$ cat src/rtl/mdio_ocp_xlate.sv
module mdio_ocp_xlate #(
  parameter int DW = 16,
  parameter int AW = 16,
  parameter int RW = 5,
  parameter logic [RW-1:0] PAGE_REG = '1,
  parameter logic [AW-1:0] STD_BASE = 16'hA400,
  parameter int PAGE_SHIFT = 4,
  parameter int HI_OFS = 16
) (
  input  logic          clk,
  input  logic          rst_n,
  input  logic          up_valid,
  output logic          up_ready,
  input  logic          up_we,
  input  logic [RW-1:0] up_reg,
  input  logic [DW-1:0] up_wdata,
  output logic          up_resp_valid,
  output logic [DW-1:0] up_rdata,
  output logic          oc_valid,
  input  logic          oc_ready,
  output logic          oc_we,
  output logic [AW-1:0] oc_addr,
  output logic [DW-1:0] oc_wdata,
  input  logic          oc_resp_valid,
  input  logic [DW-1:0] oc_resp_data,
  input  logic          oc_resp_err
);

  logic [AW-1:0] base_q;
  logic          busy_q;
  logic          wr_q;
  logic          rv_q;
  logic [DW-1:0] rd_q;

  logic          is_page;
  logic          accept;
  logic [AW-1:0] reg_ext;
  logic [AW-1:0] reg_adj;
  logic [AW-1:0] page_base;

  assign is_page   = up_we && (up_reg == PAGE_REG);
  assign up_ready  = !busy_q && oc_ready;
  assign accept    = up_valid && up_ready;
  assign reg_ext   = AW'(up_reg);
  assign reg_adj   = (base_q == STD_BASE) ? reg_ext : reg_ext - AW'(HI_OFS);
  assign page_base = (up_wdata == '0) ? STD_BASE : (AW'(up_wdata) << PAGE_SHIFT);

  assign oc_valid = up_valid && !busy_q && !is_page;
  assign oc_we    = up_we;
  assign oc_addr  = base_q + (reg_adj << 1);
  assign oc_wdata = up_wdata;

  assign up_resp_valid = rv_q;
  assign up_rdata      = rd_q;

  always_ff @(posedge clk) begin
    if (!rst_n) begin
      base_q <= STD_BASE;
      busy_q <= 1'b0;
      wr_q   <= 1'b0;
      rv_q   <= 1'b0;
      rd_q   <= '0;
    end else begin
      rv_q <= 1'b0;
      if (accept && is_page) begin
        base_q <= page_base;
        rv_q   <= 1'b1;
        rd_q   <= '0;
      end else if (accept) begin
        busy_q <= 1'b1;
        wr_q   <= up_we;
      end
      if (busy_q && oc_resp_valid) begin
        busy_q <= 1'b0;
        rv_q   <= 1'b1;
        rd_q   <= wr_q ? '0 : (oc_resp_err ? '1 : oc_resp_data);
      end
    end
  end

endmodule

$ cat config.mk
export PLATFORM = sky130hd
export DESIGN_NAME = mdio_ocp_xlate
export DESIGN_NICKNAME = d
export VERILOG_FILES = /design/src/rtl/mdio_ocp_xlate.sv
export SDC_FILE = /design/constraint.sdc
export NUM_CORES = 1
export LEC_CHECK = 0
export CORE_ASPECT_RATIO = 1.2
export CORE_UTILIZATION = 30
export DETAILED_ROUTE_END_ITERATION = 10
export GPL_TIMING_DRIVEN = 1
export PLACE_DENSITY = 0.74
export SKIP_LAST_GASP = 1
export SYNTH_ARGS = -nofsm -noshare
export SYNTH_HDL_FRONTEND = slang
export SYNTH_SLANG_ARGS = --single-unit
$ cat constraint.sdc
create_clock -name clk -period 3.84 [get_ports clk]
set_input_delay 0.768 -clock clk [delete_from_list [all_inputs] [get_ports clk]]
set_output_delay 0.768 -clock clk [all_outputs]
set_load 0.1 [all_outputs]
==> qor.yml <==
outcome: "finished clean"
dpl_cell_area_um2: 3080
cts_tree: "built"
fin_ws_ns: 0.00582
worst_hold_slack_ns: 0.463
cts.htree.levels: 2
cp_max_fo: 2
arrival_ns: 3.07
grt_max_degree: 32
drt-initial-drc-count: 56
yosysWarningCount: 0
wl_mm: 5.28
layout-drive-gt1-share: 0.304
cp_slowest_cell: "fa_2"
avgViaCountPerCell: 4.71
leakagePower_nw: 1.35
tightest_slew_ns: 0.995
syn-num-nets: 278
avgSynthCellArea_um2: 8.87
synthMuxAreaShare: 0.0511
area_growth_pct: 68.2
grt.total_usage: 0.163
hp-class: "flop to flop"
vias: 1887
syn_area_um2: 1960
synth_compound_area_frac: 0.208
synth_seq_cells: 31
num_antenna_cells: 0
die_h_um: 90.5
syn_inst: 221
post-place-ws_ns: -0.341
detail-route-antenna-nets: 0
critical_path_class: "flop to output pin"
hold_viol: 0
max_cap_viol_count: 0
fmax_mhz: 261
dieArea_um2: 6860
slew_viol_final: 0
clkSinkCount: 31
fin_skew_ns: 0.00314
clkLatencyLatePin_ns: 0.28
dp_hpwl_mm: 4.06
start_util: 0.318
port_buffers: 94
first_pass_iters: 4
cts_hold_buf: 0
synth.distinct_cells: 42
cp-end-kind: "output pin"
design_area_um2: 3300
p_total_uw: 920
clk_path_buf_depth: 2
cp-start-kind: "flop"
gp_congestion: 0.822
path_cells: "nor4bb_4 -> nand3_2 -> ha_4 -> inv_4 -> fa_2 -> a211oi_2 -> nor2_2 -> o21a_1 -> o41a_1 -> xor2_2 -> buf_12"
die_w_um: 75.8
min_period_ns: 3.83
nNetsFinal: 375
numCtsBuffers: 5
boundaryPins: 96
fp.coreArea_um2: 6170
setup_viol: 0
antenna_found_initial: 0
synthXorXnorAreaFrac: 0.0447
required_ns: 3.07
wl_per_cell_um: 13.2
rsz0062_at_grt: "yes"
synth_top_family_by_area: "compound AO/OA/AOI/OAI gates"
peakVddDrop_uv: 304
fill_cells: 562
setup_tns_ns: 0
root_buffer: "clkbuf_8"
clk_pin_slew_ns: 0.06
grt_pass1_wl_mm: 8.63
num_rows: 31
min_period_over_period: 0.998
max_stage_delay_ns: 0.36
timing.slew.headroom: 0.335
power.density_nw_per_um2: 279
synth_fa_ha_area_frac: 0.0868
synth_simple_gate_area_frac: 0.189
yosysSeqAreaShare: 0.317
overflow: 0
drc: 0
grt_pass1_vias: 1836
kinds of logic (layout without fill, tap and decap cells):
| family | count (synthesis) | count (layout) |
|---|---|---|
| AO/OA/AOI/OAI | 58 | 58 |
| XOR/XNOR | 10 | 10 |
| adder cells (fa/ha/maj) | 13 | 13 |
| buffers and inverters | 30 | 128 |
| flip-flops | 31 | 31 |
| multiplexers | 10 | 10 |
| other | 1 | 1 |
| AND/OR/NAND/NOR | 68 | 68 |
final cells by class:
| cell class | instances | area (um2) | area share |
|---|---|---|---|
| multi-input combinational | 160 | 1280 | 0.388 |
| tap | 82 | 103 | 0.0311 |
| sequential | 31 | 628 | 0.191 |
| inverter | 2 | 10.0 | 0.00304 |
| clock buffer | 8 | 100 | 0.0304 |
| timing repair buffer | 118 | 1180 | 0.357 |
through the flow:
stage               cells   util
floorplan             221      -
global placement      389  0.499
detailed placement    389  0.499
CTS                   402  0.530
global route          401  0.534
finish                401  0.534
power by group:
part	switching (mW)	internal (mW)	total (mW)
Sequential	0.00445	0.328	0.333
Combinational	0.212	0.0957	0.307
Clock	0.116	0.163	0.279
Total	0.332	0.587	0.920
cells in the mapped netlist (all sizes together):
cell type   n  area [um2]
or2         1        6.26
mux2i      10         100
and2        3        18.8
a2111oi     1        27.5
nor4bb      1        10.0
nand4       2        12.5
nor4b       1        8.76
inv         2        7.51
clkbuf      5        18.8
xor2        4        35.0
o211ai      1        7.51
xnor2       6        52.6
ha         12         150
nor3        3        15.0
a41oi       1        16.3
nor3b       1        7.51
nor4        6        52.6
a21boi     18         135
conb        1        3.75
o41a        1        11.3
o21a        2        15.0
a211oi      2        15.0
nand2      25        93.8
o21ai      18        90.1
a21o        3        22.5
nand3b      2        15.0
dfxtp      31         621
fa          1        20.0
and3        2        17.5
o22ai       3        18.8
buf        23         174
nor2b      12        75.1
nor2        7        26.3
a21oi       8        47.6
nand3       1        5.00
nand2b      1        6.26
layer usage:
layer / track usage / part of all wire / wire length [um]
met1: 0.183 / 0.39 / 2090
met2: 0.280 / 0.53 / 2780
met3: 0.0469 / 0.060 / 316
met4: 0.0617 / 0.019 / 100
met5: 0 / 0 / 0
worst max-delay path: cells and delay by family (launching register included):
kind | cells | cell delay (ns)
AO/OA/AOI/OAI | 3 | 0.81
buffers and inverters | 2 | 0.24
AND/OR/NAND/NOR | 3 | 0.53
flip-flops | 1 | 0.35
adder cells (fa/ha/maj) | 2 | 0.67
XOR/XNOR | 1 | 0.19
state kept, by name (all words and copies together) (netlist names):
name and flops:
busy_q 1, up_rdata 16, base_q 12, wr_q 1, up_resp_valid 1
path summary, 6_finish.rpt:
| path | from | to | slack [ns] | cells past startpoint |
|---|---|---|---|---|
| min reg2reg | up_rdata[10] | up_rdata[10] | 0.46 | 2 |
| min | up_rdata[10] | up_rdata[10] | 0.46 | 2 |
| max | base_q[14] | oc_addr[12] | 0.006 | 11 |
| max reg2reg | busy_q | up_rdata[6] | 1.97 | 6 |
timing repair:
action,in CTS,in global routing
endpoints found under the setup margin,7,7
gates resized for setup,15,8
pin swaps,14,17
endpoints found under the hold margin,0,0
setup buffers,5,1
cloned,0,0
cell usage in the layout, fill, tap and decap left out, drive strengths merged, types with 7 or more instances in the layout:
master         instances
dfxtp                 31
buf                   58
mux2i                 10
nor2b                 12
ha                    12
o21ai                 18
nor2                   7
a21oi                  8
a21boi                18
clkdlybuf4s50         59
nand2                 25
clkbuf                 8
(Power assumes the default switching activity.)
